### src/rtl/lem_pkg.sv
// Package: shared widths, register addresses and status bit positions
// for the line error monitor. Assumes a 3-bit read address.
package lem_pkg;
    localparam int BPV_W  = 16;
    localparam int ERR_W  = 8;
    localparam int STAT_W = 8;
    localparam int ADDR_W = 3;
    localparam int DATA_W = 16;

    typedef enum logic [ADDR_W-1:0] {
        A_STATUS = 3'd0,
        A_MASK   = 3'd1,
        A_BPV    = 3'd2,
        A_CRC    = 3'd3,
        A_OOF    = 3'd4,
        A_FBE    = 3'd5
    } reg_addr_e;

    localparam int S_BPV_SAT = 0;
    localparam int S_CRC_SAT = 1;
    localparam int S_OOF_SAT = 2;
    localparam int S_FBE_SAT = 3;
    localparam int S_FERR    = 4;
    localparam int S_BLUE_CL = 5;
    localparam int S_CARR_CL = 6;
    localparam int S_SEVERE  = 7;
endpackage

### src/rtl/lem_sat_counter.sv
// Saturating event counter with clear-on-read.
// It assumes inc is a single-cycle event. When clr is high, the counter
// restarts from 0, or from 1 if inc is high in the same cycle.
// sat_hit flags an event that finds the counter already at its maximum.
module lem_sat_counter #(
    parameter int W = 8
) (
    input  logic         clk,
    input  logic         rst_n,
    input  logic         inc,
    input  logic         clr,
    output logic [W-1:0] cnt,
    output logic         sat_hit
);
    localparam logic [W-1:0] MAX = {W{1'b1}};

    logic at_max;
    assign at_max  = (cnt == MAX);
    assign sat_hit = inc && at_max && !clr;

    // Count events, hold at maximum, restart on read.
    always_ff @(posedge clk) begin
        if (!rst_n)          cnt <= '0;
        else if (clr)        cnt <= W'(inc);
        else if (inc && !at_max) cnt <= cnt + 1'b1;
    end

    a_r3_hold_max: assert property (@(posedge clk) disable iff (!rst_n)
        (at_max && !clr) |=> (cnt == MAX));
    a_r9_read_restart: assert property (@(posedge clk) disable iff (!rst_n)
        clr |=> (cnt <= W'(1)));
endmodule

### src/rtl/lem_frame_window.sv
// Severe framing detector over a sliding window of framing-bit results.
// It assumes fbit_vld marks one received framing bit and fbit_err flags
// that bit as errored. hit fires when the window, including the new bit,
// holds at least THRESH errors.
module lem_frame_window #(
    parameter int DEPTH  = 6,
    parameter int THRESH = 2
) (
    input  logic clk,
    input  logic rst_n,
    input  logic fbit_vld,
    input  logic fbit_err,
    output logic hit
);
    localparam int CW = $clog2(DEPTH + 1);

    logic [DEPTH-1:0] hist;
    logic [DEPTH-1:0] hist_nxt;
    logic [CW-1:0]    nerr;

    assign hist_nxt = {hist[DEPTH-2:0], fbit_err};

    // Count the errors in the window as it will stand after the new bit.
    always_comb begin
        nerr = '0;
        for (int i = 0; i < DEPTH; i++) nerr = nerr + CW'(hist_nxt[i]);
    end

    assign hit = fbit_vld && (nerr >= CW'(THRESH));

    // Shift in each valid framing-bit result.
    always_ff @(posedge clk) begin
        if (!rst_n)        hist <= '0;
        else if (fbit_vld) hist <= hist_nxt;
    end

    a_r5_only_on_bit: assert property (@(posedge clk) disable iff (!rst_n)
        !fbit_vld |-> !hit);
    a_r5_hold_idle: assert property (@(posedge clk) disable iff (!rst_n)
        !fbit_vld |=> $stable(hist));
endmodule

### src/rtl/lem_status.sv
// Latched status register. set bits latch at the clock edge. clr (a
// status read) drops every bit, except the bits that are set in the same
// cycle.
module lem_status #(
    parameter int W = 8
) (
    input  logic         clk,
    input  logic         rst_n,
    input  logic [W-1:0] set,
    input  logic         clr,
    output logic [W-1:0] stat
);
    // Latch new conditions and apply clear-on-read.
    always_ff @(posedge clk) begin
        if (!rst_n) stat <= '0;
        else        stat <= (clr ? '0 : stat) | set;
    end

    a_r8_clear: assert property (@(posedge clk) disable iff (!rst_n)
        (clr && set == '0) |=> (stat == '0));
    a_r8_keep: assert property (@(posedge clk) disable iff (!rst_n)
        (!clr) |=> ((stat & $past(stat)) == $past(stat)));
endmodule

### src/rtl/line_err_mon.sv
// Top of the line error monitor. It assumes the event inputs are
// single-cycle pulses from a framer and the alarm inputs are levels
// synchronous to clk. Read data is combinational during rd_en. Clear-on-
// read takes effect at the clock edge that ends the read cycle.
module line_err_mon
    import lem_pkg::*;
(
    input  logic              clk,
    input  logic              rst_n,
    input  logic              ev_bpv,
    input  logic              ev_crc,
    input  logic              ev_oof,
    input  logic              ev_fbe,
    input  logic              fbit_vld,
    input  logic              fbit_err,
    input  logic              carrier_loss,
    input  logic              blue_alarm,
    input  logic              rd_en,
    input  logic [ADDR_W-1:0] rd_addr,
    output logic [DATA_W-1:0] rd_data,
    input  logic              mask_we,
    input  logic [STAT_W-1:0] mask_wdata,
    output logic              irq_n
);
    localparam int N8 = 3;

    logic [BPV_W-1:0]  bpv_cnt;
    logic              bpv_sat;
    logic [ERR_W-1:0]  cnt8 [N8];
    logic [N8-1:0]     sat8;
    logic [N8-1:0]     ev8;
    logic [N8-1:0]     clr8;
    logic              severe;
    logic [STAT_W-1:0] stat_set;
    logic [STAT_W-1:0] stat;
    logic [STAT_W-1:0] mask;
    logic              carr_q;
    logic              blue_q;

    assign ev8  = {ev_fbe, ev_oof, ev_crc};
    assign clr8 = {rd_en && rd_addr == A_FBE,
                   rd_en && rd_addr == A_OOF,
                   rd_en && rd_addr == A_CRC};

    lem_sat_counter #(.W(BPV_W)) u_bpv (
        .clk(clk), .rst_n(rst_n), .inc(ev_bpv),
        .clr(rd_en && rd_addr == A_BPV), .cnt(bpv_cnt), .sat_hit(bpv_sat));

    for (genvar g = 0; g < N8; g++) begin : g_cnt8
        lem_sat_counter #(.W(ERR_W)) u_cnt (
            .clk(clk), .rst_n(rst_n), .inc(ev8[g]), .clr(clr8[g]),
            .cnt(cnt8[g]), .sat_hit(sat8[g]));
    end

    lem_frame_window #(.DEPTH(6), .THRESH(2)) u_win (
        .clk(clk), .rst_n(rst_n), .fbit_vld(fbit_vld),
        .fbit_err(fbit_err), .hit(severe));

    // Remember the alarm levels to find their falling edges.
    always_ff @(posedge clk) begin
        if (!rst_n) begin
            carr_q <= 1'b0;
            blue_q <= 1'b0;
        end else begin
            carr_q <= carrier_loss;
            blue_q <= blue_alarm;
        end
    end

    // Gather the conditions that set each status bit.
    always_comb begin
        stat_set            = '0;
        stat_set[S_BPV_SAT] = bpv_sat;
        stat_set[S_CRC_SAT] = sat8[0];
        stat_set[S_OOF_SAT] = sat8[1];
        stat_set[S_FBE_SAT] = sat8[2];
        stat_set[S_FERR]    = ev_fbe;
        stat_set[S_BLUE_CL] = blue_q && !blue_alarm;
        stat_set[S_CARR_CL] = carr_q && !carrier_loss;
        stat_set[S_SEVERE]  = severe;
    end

    lem_status #(.W(STAT_W)) u_stat (
        .clk(clk), .rst_n(rst_n), .set(stat_set),
        .clr(rd_en && rd_addr == A_STATUS), .stat(stat));

    // Interrupt mask register.
    always_ff @(posedge clk) begin
        if (!rst_n)       mask <= '0;
        else if (mask_we) mask <= mask_wdata;
    end

    assign irq_n = ~|(stat & mask);

    // Read data mux.
    always_comb begin
        rd_data = '0;
        if (rd_en) begin
            case (rd_addr)
                A_STATUS: rd_data = DATA_W'(stat);
                A_MASK:   rd_data = DATA_W'(mask);
                A_BPV:    rd_data = DATA_W'(bpv_cnt);
                A_CRC:    rd_data = DATA_W'(cnt8[0]);
                A_OOF:    rd_data = DATA_W'(cnt8[1]);
                A_FBE:    rd_data = DATA_W'(cnt8[2]);
                default:  rd_data = '0;
            endcase
        end
    end

    a_r4_bpv_sat_at_max: assert property (@(posedge clk) disable iff (!rst_n)
        $rose(stat[S_BPV_SAT]) |-> ($past(bpv_cnt) == {BPV_W{1'b1}}));
    a_r10_masked_quiet: assert property (@(posedge clk) disable iff (!rst_n)
        (mask == '0) |-> irq_n);
    a_r6_carrier_edge: assert property (@(posedge clk) disable iff (!rst_n)
        $rose(stat[S_CARR_CL]) |-> $past(carr_q && !carrier_loss));
endmodule

### config.mk
export PLATFORM = sky130hd
export DESIGN_NAME = line_err_mon
export DESIGN_NICKNAME = d
export VERILOG_FILES = /design/src/rtl/lem_pkg.sv /design/src/rtl/lem_sat_counter.sv /design/src/rtl/lem_frame_window.sv /design/src/rtl/lem_status.sv /design/src/rtl/line_err_mon.sv
export SDC_FILE = /design/constraint.sdc
export NUM_CORES = 1
export LEC_CHECK = 0
export BUFFER_PORTS_ARGS = -buffer_cell sky130_fd_sc_hd__buf_4
export CORE_AREA = 2 2 113 115
export CTS_BUF_LIST = sky130_fd_sc_hd__clkbuf_4
export DETAILED_ROUTE_END_ITERATION = 10
export DIE_AREA = 0 0 115 117
export MAX_ROUTING_LAYER = met4
export PLACE_DENSITY = 0.46
export SLEW_MARGIN = 20
export SYNTH_ARGS = -nofsm -noshare
export SYNTH_HDL_FRONTEND = slang
export SYNTH_SLANG_ARGS = --single-unit
### constraint.sdc
create_clock -name clk -period 5.4 [get_ports clk]
set_clock_uncertainty 0.15 [all_clocks]
set_input_delay 0.54 -clock clk [delete_from_list [all_inputs] [get_ports clk]]
set_output_delay 0.54 -clock clk [all_outputs]
set_load 0.005 [all_outputs]
==> reports/results.tsv, run 1 <==
metric	value	unit
outcome	completed	
EDFF count, synth	0	
1st-pass router iterations	4	
final-report max-slew violation count	0	
CP Launch Type	input port	
CP max stage cell	mux2_2	
Final Hold Fails	0	
max_cap viols	0	
Leakage	1.596	nW
Mapped Nets	442	
synth cell count leaders	dfxtp_1 (63), nor2_1 (43), mux2i_1 (28), nand2_1 (22)	
critical path cell sequence	buf_4 > mux2_2 > a22oi_1 > o22ai_1 > and2_1 > buf_4	
# port buffers	39	
Worst R2R Setup Slack	2950	ps
Mapped Cells	412	
GRT Overall Usage	15.12	%
number of synthesized register bits	63	
fraction of registers with async set/reset	0	%
largest net degree at the start of global routing	24	
grt ovf	0	
Routed WL	9436	µm
# DRC	0	
Worst setup EP type	output port	
share of cells above drive strength 1	15.54	%
Critical path buffers and inverters	2	
Vias/cell	5.370	
PD cells	220.7	nW/µm²
DR vias	3190	
design area	4106	µm²
slew margin rel.	46.16	%
Hold Buf Count CTS	0	
CP top delay family	multiplexers	
dpl ws	2575	ps
Critical Path RT	4710	ps
TritonCTS Buffers	9	
gp weighted congestion	0.8559	
Synth top area share	35.18	%
Top cell by count, worst path	buf_4	
vias in the first global route	3005	
fmax	0.3992	GHz
clock root buffer	clkbuf_4	
ANT nets after route	0	
CP Class	in -> out	
Min Clock Period, post-route	2505	ps
WL/cell	15.89	µm
diodes inserted	0	
biggest cell delay along the critical path	400	ps
CP max FO	23	
Area Growth Syn to Fin	14.56	%
sequential share of the synthesized area	35.18	%
site row count	41	
first-pass GRT wire length	15300	µm
initial antenna violation count	0	
clk_lat worst skew	420	ps
Yosys top cell by area	dfxtp_1	
final worst-path cycle share	46.39	%
Net count, final	470	
die area	13460	µm²
Worst Tran Pin Value	806.8	ps
Hold Path Stages	2	
Yosys warning total	0	
Detailed Route Iter0 Violations	136	
HP Class	in -> reg	
initial core utilization	29.12	%
Worst Slack Setup Final	2895	ps
CTS tree	built	
H-tree depth	3	
filler instances	1308	
Resize count post-CTS	0	
Netlist Area Pre-Place	3585	µm²
top-count cell post-synth	dfxtp_1	
final setup fails	0	
core area	12310	µm²
Placed Area	3968	µm²
clock-pin slew on the worst setup and hold paths	120	ps
Primary FF master, synth	dfxtp_1	
DPL Wire Length	6910	µm
CP Depth	6	
clock tree sinks	63	
total power	0.0009062	W
Max IR drop VDD	0.1113	mV
Sum Neg Setup Slack	0	ps
Die Span X	115	µm
post-synth cell types	55	
Mapped Avg Cell Area	8.701	µm²
WP data arrival	1820	ps
RSZ-0062 raised after global routing	no	
Reg2Reg Depth	8	
die height	117	µm
Post-CTS Setup Repair Bufs	0	
Top Ports	40	
Area contributors post-synth	dfxtp_1 (35%), mux2i_1 (7.8%), nor2_1 (4.5%), a21oi_1 (2.8%), o21ai_0 (2.8%)	
clk buf depth	2	
## power by group
group          internal [W]   total, W  switching (W)
Sequential         0.000476   0.000491      0.0000149
Combinational     0.0000415  0.0000895      0.0000480
Clock              0.000148   0.000326       0.000178
## final cells by class
type / count / area (µm²) / area share, %
multi-input combinational: 316 / 2193 / 53.41
sequential: 63 / 1261 / 30.71
timing repair buffer: 39 / 292.8 / 7.130
tap: 150 / 187.7 / 4.570
clock buffer: 11 / 82.58 / 2.011
clock inverter: 4 / 47.55 / 1.158
inverter: 11 / 41.29 / 1.005
## logic make-up after synthesis
logic type      after synthesis  synth area share [%]
mux                          38                 11.90
xor+xnor                      9                 2.199
fa+ha+maj                     7                 3.072
simple gates                174                 27.78
buf+inv                      33                 4.049
compound gates               88                 15.81
flops                        63                 35.18
## worst reg2reg max path, delay by kind of cell, from the launching register on
kind / cells / cell delay [ps]
buf+inv: 1 / 50
simple gates: 3 / 250
compound gates: 1 / 130
fa+ha+maj: 3 / 1390
flops: 1 / 350
## per-stage QoR
stage,utilization [%],cells,hold slack [ps]
after global placement,32.23,579,309.6
final,33.35,594,178.6
after floorplan,-,412,292.1
after CTS,33.28,594,148.6
after global routing,33.35,594,151.8
after detailed placement,32.23,579,312.3
## path summary, 6_finish.rpt
check | startpoint | endpoint
max | rd_addr[0] | rd_data[5]
max reg2reg | u_win.hist[0] | u_stat.stat[7]
min reg2reg | u_stat.stat[2] | u_stat.stat[2]
min | blue_alarm | blue_q
## layer usage
| metal | part of all wire [%] | GRT usage, % | wire, µm |
|---|---|---|---|
| met1 | 51 | 20.53 | 4809 |
| met3 | 3.4 | 2.472 | 317 |
| met4 | 1.9 | 6.747 | 180 |
| met2 | 44 | 22.16 | 4129 |
| met5 | 0 | - | 0 |
## state kept, by name, indices dropped and copies added, names as in the netlist
register          cells
blue_q                1
carr_q                1
g_cnt8.u_cnt.cnt     24
mask                  8
u_bpv.cnt            16
u_stat.stat           8
u_win.hist            5
## layout by cell type, fill, tap and decap left out, drive strengths merged, types with 8 or more instances in the layout
cell type  instances
a21oi             20
a22oi             10
a31oi              8
and2              15
and3               9
buf               39
clkbuf            11
dfxtp             63
inv               11
mux2i             28
nand2             22
nand3             16
nand4             17
nor2              43
nor2b             10
o21ai             20
(Power assumes the default switching activity.)
==> inputs of run 2 (changes only) <==
--- a/config.mk
+++ b/config.mk
@@ -5,11 +5,12 @@
 export SDC_FILE = /design/constraint.sdc
 export NUM_CORES = 1
 export LEC_CHECK = 0
+export ABC_AREA = 1
 export BUFFER_PORTS_ARGS = -buffer_cell sky130_fd_sc_hd__buf_4
-export CORE_AREA = 2 2 113 115
+export CORE_AREA = 2 2 114 116
 export CTS_BUF_LIST = sky130_fd_sc_hd__clkbuf_4
 export DETAILED_ROUTE_END_ITERATION = 10
-export DIE_AREA = 0 0 115 117
+export DIE_AREA = 0 0 116 118
 export MAX_ROUTING_LAYER = met4
 export PLACE_DENSITY = 0.46
 export SLEW_MARGIN = 20
==> constraint.sdc (replaced) <==
create_clock -name clk -period 2.58 [get_ports clk]
set_clock_uncertainty 0.15 [all_clocks]
set_input_delay 0.258 -clock clk [delete_from_list [all_inputs] [get_ports clk]]
set_output_delay 0.258 -clock clk [all_outputs]
set_load 0.005 [all_outputs]
==> reports/results.tsv, run 2 <==
metric	value	unit
outcome	completed	
critical path cell sequence	dlygate4sd3_1 > buf_4 > fa_1 > inv_1 > fa_1 > inv_1 > nand2_1 > fa_1 > nand2_1 > nand2_1 > a21oi_1	
Vias/cell	4.512	
first-pass GRT wire length	17240	µm
number of flip-flops in the largest register	24	
Reg2Reg Depth	9	
diodes inserted	0	
Worst setup EP type	flip-flop	
Hold WS	78.87	ps
GRT Overall Usage	16.62	%
Max IR drop VDD	0.2424	mV
RSZ-0062 raised after global routing	no	
share of cells above drive strength 1	16.38	%
fraction of registers with async set/reset	0	%
WP data arrival	2670	ps
Area contributors post-synth	dfxtp_1 (34%), nand2_1 (15%), nor2_1 (7.7%), inv_1 (6.8%), a21oi_1 (5.6%)	
Hold Buf Count CTS	25	
core area	12410	µm²
initial antenna violation count	0	
sequential share of the synthesized area	34.46	%
post-synthesis mux area share	0	%
largest registers	g_cnt8.u_cnt.cnt x24, u_bpv.cnt x16	
filler instances	1394	
max_cap viols	0	
Resize count post-CTS	0	
gp weighted congestion	0.8827	
CP max FO	2	
most common cell after layout, fill and taps aside	nand2_1	
vias in the first global route	3457	
switching share of power	25.52	%
final-report max-slew violation count	0	
Routed WL	10060	µm
Synth Area in Simple Gates	37.13	%
initial core utilization	29.48	%
clock tree sinks	63	
internal power	0.001703	W
Synth Area in XOR/XNOR	2.632	%
ANT nets after route	0	
sw power	0.0005837	W
biggest cell delay along the critical path	530	ps
CP max stage cell	dlygate4sd3_1	
Min Clock Period, post-route	2478	ps
number of synthesized register bits	63	
largest net degree at the start of global routing	24	
slew margin rel.	63.50	%
combinational family with the most area after synthesis	simple AND/OR/NAND/NOR gates	
Mapped Avg Cell Area	6.455	µm²
Sum Neg Setup Slack	0	ps
# DRC	0	
CP Class	in -> reg	
TritonCTS Buffers	9	
Net count, final	666	
PD cells	496.8	nW/µm²
H-tree depth	3	
commonest cells after routing, fill and taps aside	nand2_1 (148), nor2_1 (75), inv_1 (66), dfxtp_1 (63)	
Hold Path Stages	3	
Adder-Cell Fraction of Synth Area	3.009	%
CP Launch Type	input port	
synth cell count leaders	nand2_1 (148), nor2_1 (75), inv_1 (66), dfxtp_1 (63), a21oi_1 (41)	
grt ovf	0	
Die Span X	116	µm
post-synth cell types	32	
Mapped Cells	567	
EDFF count, synth	0	
final worst-path cycle share	96.05	%
DPL Wire Length	7563	µm
Top Ports	40	
1st-pass router iterations	5	
final setup fails	0	
Yosys warning total	0	
Seq pwr share	45.2	%
Detailed Route Iter0 Violations	208	
Post-CTS Setup Repair Bufs	0	
Mapped Nets	597	
site row count	41	
# port buffers	39	
Leakage	1.911	nW
Yosys top cell by area	dfxtp_1	
HP Class	in -> reg	
WL/cell	12.37	µm
Clock Power Share	43.9	%
CTS tree	built	
Area Growth Syn to Fin	25.78	%
clk buf depth	2	
Synth Area in Compound Gates	13.03	%
Primary FF master, synth	dfxtp_1	
Synth top area share	34.46	%
clk_lat worst skew	450	ps
Reg with most FFs	g_cnt8.u_cnt.cnt	
die area	13690	µm²
Worst Tran Pin Value	547.0	ps
DR vias	3668	
fmax	0.4036	GHz
Final Hold Fails	0	
Netlist Area Pre-Place	3660	µm²
top-count cell post-synth	nand2_1	
clock root buffer	clkbuf_4	
Critical Path RT	2770	ps
Logic pwr share	10.9	%
die height	118	µm
clock-pin slew on the worst setup and hold paths	110	ps
run 2: area by class of cell:
class	instances	area [µm²]	share of cell area, %
Multi-Input combinational cell	412	2042	44.36
Sequential cell	63	1261	27.40
Clock inverter	7	143.9	3.126
Timing Repair Buffer	66	558.0	12.12
Inverter	84	315.3	6.850
Tap cell	172	215.2	4.675
Clock buffer	9	67.56	1.468
run 2: worst paths after layout:
check                                    from        endpoint  slack (ps)
worst min register to register         carr_q  u_stat.stat[6]         310
worst min-delay path                  mask_we         mask[6]          80
worst max register to register  u_win.hist[0]  u_stat.stat[7]         270
worst max-delay path                 fbit_err  u_stat.stat[7]         100
run 2: cell families (layout without fill, tap and decap cells):
group           count (synthesis)  after routing
compound gates                 90             90
xor+xnor                       11             11
fa+ha+maj                       7              7
buf+inv                        92            166
flops                          63             63
simple gates                  304            304
run 2: stage by stage:
step	setup WS, ps	instances	instance area, µm²	utilization (%)	total power [W]
6_report	102.0	813	4603	37.08	0.002287
5_1_grt	4.567	813	4603	37.08	0.002410
4_1_cts	129.5	813	4603	37.08	0.002325
3_5_place_dp	186.0	772	4141	33.36	0.001274
3_3_place_gp	184.1	772	4141	33.36	0.001273
2_1_floorplan	339.3	567	3660	-	0.001182
run 2: layer usage:
layer | up-vias | track usage (%) | share of wire [%]
met5 | - | - | 0
met1 | 1627 | 22.99 | 52
met4 | 0 | 8.705 | 3.5
li1 | 1949 | - | -
met3 | 23 | 3.090 | 3.7
met2 | 69 | 22.77 | 41
run 2: power groups by stage:
| stage | logic (W) | clock network [W] | registers, W |
|---|---|---|---|
| 6_report | 0.000248 | 0.00100 | 0.00103 |
| 5_1_grt | 0.000287 | 0.00108 | 0.00104 |
| 4_1_cts | 0.000250 | 0.00104 | 0.00103 |
| 3_5_place_dp | 0.000217 | 0 | 0.00106 |
| 3_3_place_gp | 0.000217 | 0 | 0.00106 |
| 2_1_floorplan | 0.000136 | 0 | 0.00105 |
run 2: critical path, delay by kind of cell:
kind / cells / cell delay, ps
compound gates: 1 / 60
fa+ha+maj: 3 / 1410
simple gates: 3 / 160
buf+inv: 4 / 790
==> inputs of run 3 (changes only) <==
--- a/config.mk
+++ b/config.mk
@@ -9,6 +9,7 @@
 export BUFFER_PORTS_ARGS = -buffer_cell sky130_fd_sc_hd__buf_4
 export CORE_AREA = 2 2 114 116
 export CTS_BUF_LIST = sky130_fd_sc_hd__clkbuf_4
+export CTS_CLUSTER_SIZE = 28
 export DETAILED_ROUTE_END_ITERATION = 10
 export DIE_AREA = 0 0 116 118
 export MAX_ROUTING_LAYER = met4
==> constraint.sdc (replaced) <==
create_clock -name clk -period 3.1 [get_ports clk]
set_clock_uncertainty 0.15 [all_clocks]
set_input_delay 0.31 -clock clk [delete_from_list [all_inputs] [get_ports clk]]
set_output_delay 0.31 -clock clk [all_outputs]
set_load 0.005 [all_outputs]
==> reports/results.tsv, run 3 (same netlist as run 2, synthesis figures left out) <==
metric	value	unit
commonest cells after routing, fill and taps aside	nand2_1 (148), nor2_1 (75), inv_1 (66), dfxtp_1 (63), a21oi_1 (41)	
Sum Neg Setup Slack	0	ps
1st-pass router iterations	5	
CP Class	in -> reg	
clk_lat worst skew	430	ps
dpl ws	644.0	ps
# DRC	0	
RSZ-0062 raised after global routing	no	
CP max FO	2	
HP Class	in -> reg	
H-tree depth	3	
design area	4466	µm²
first-pass GRT wire length	17110	µm
Area Growth Syn to Fin	22.02	%
CTS tree	built	
vias in the first global route	3493	
Critical Path RT	3290	ps
GRT Overall Usage	16.39	%
largest registers	g_cnt8.u_cnt.cnt x24, u_bpv.cnt x16	
fmax	0.3904	GHz
ANT nets after route	0	
Detailed Route Iter0 Violations	178	
Reg with most FFs	g_cnt8.u_cnt.cnt	
Vias/cell	4.529	
Routed WL	10150	µm
Min Clock Period, post-route	2562	ps
Worst Slack Setup Final	538.2	ps
final worst-path cycle share	82.64	%
Top Ports	40	
Max IR drop VDD	0.2542	mV
DPL Wire Length	7628	µm
Final Hold Fails	0	
die height	118	µm
Worst Tran Pin Value	573.9	ps
TritonCTS Buffers	9	
largest net degree at the start of global routing	25	
number of flip-flops in the largest register	24	
initial antenna violation count	1	
WP data arrival	2750	ps
most common cell after layout, fill and taps aside	nand2_1	
clock root buffer	clkbuf_4	
grt ovf	0	
core area	12410	µm²
Resize count post-CTS	0	
Net count, final	654	
site row count	41	
share of cells above drive strength 1	16.53	%
final-report max-slew violation count	0	
filler instances	1438	
clock tree sinks	63	
die area	13690	µm²
clock-pin slew on the worst setup and hold paths	120	ps
Placed Area	4134	µm²
WL/cell	12.66	µm
initial core utilization	29.48	%
outcome	completed	
final setup fails	0	
CP Launch Type	input port	
DR vias	3632	
gp weighted congestion	0.8776	
slew margin rel.	61.70	%
PD cells	403.8	nW/µm²
max_cap viols	0	
Die Span X	116	µm
clk buf depth	2	
Leakage	1.837	nW
# port buffers	39	
Worst setup EP type	flip-flop	
[run 3: changes by cell type in the layout (fill, tap and decap cells not counted), sizes merged]
cell / before / now
inv: 84 / 83
dlygate4sd3: 25 / 14
bufinv: 4 / 3
buf: 41 / 40
clkinvlp: 2 / 3
diode: 0 / 1
clkinv: 1 / 2
[run 3: area by class of cell]
| class | instances | area, µm² | area share [%] |
|---|---|---|---|
| antenna | 1 | 2.502 | 0.05604 |
| clock buffer | 9 | 67.56 | 1.513 |
| clock inverter | 7 | 121.4 | 2.718 |
| inverter | 84 | 315.3 | 7.061 |
| multi-input combinational | 412 | 2042 | 45.73 |
| sequential | 63 | 1261 | 28.24 |
| tap | 172 | 215.2 | 4.819 |
| timing repair buffer | 54 | 440.4 | 9.863 |
[run 3: worst paths after layout]
path                       from             end  slack, ps  depth (start not counted)
hold / removal           ev_bpv    u_bpv.cnt[0]         40                          3
hold reg to reg          blue_q  u_stat.stat[5]        300                          2
setup reg to reg  u_win.hist[0]  u_stat.stat[7]        780                          9
setup / recovery       fbit_err  u_stat.stat[7]        540                         11
[run 3: worst max-delay path, cell delays in order]
cell	delay (ps)
dlygate4sd3_1	540
buf_4	140
fa_1	530
inv_1	50
fa_1	430
inv_1	60
nand2_1	60
fa_1	470
nand2_1	50
nand2_1	50
a21oi_1	60
[run 3: what timing repair did]
| action | in CTS | in global routing |
|---|---|---|
| hold endpoints to repair | 16 | 0 |
| setup buffers | 0 | 0 |
| hold buffers | 14 | 0 |
[run 3: layer usage]
| metal | global-route usage, % | vias to the layer above | wire length (µm) |
|---|---|---|---|
| met5 | - | - | 0 |
| met4 | 7.589 | 0 | 295 |
| met3 | 2.987 | 22 | 324 |
| met2 | 23.36 | 54 | 4337 |
| met1 | 22.33 | 1629 | 5194 |
| li1 | - | 1927 | - |
[run 3: power breakdown]
group	internal (W)	switching, W
Combinational	0.0000796	0.000115
Clock	0.000408	0.000339
Sequential	0.000836	0.0000256
Total	0.00132	0.000479
[run 3: through the flow]
step | util [%] | instances | hold WS [ps] | power [W]
floorplan | - | 567 | 250.1 | 0.0009840
CTS | 35.95 | 801 | 1.035 | 0.001833
finish | 35.97 | 802 | 42.30 | 0.001803
global placement | 33.30 | 771 | 297.1 | 0.001058
global route | 35.97 | 802 | 15.35 | 0.001896
detailed placement | 33.30 | 771 | 292.1 | 0.001061
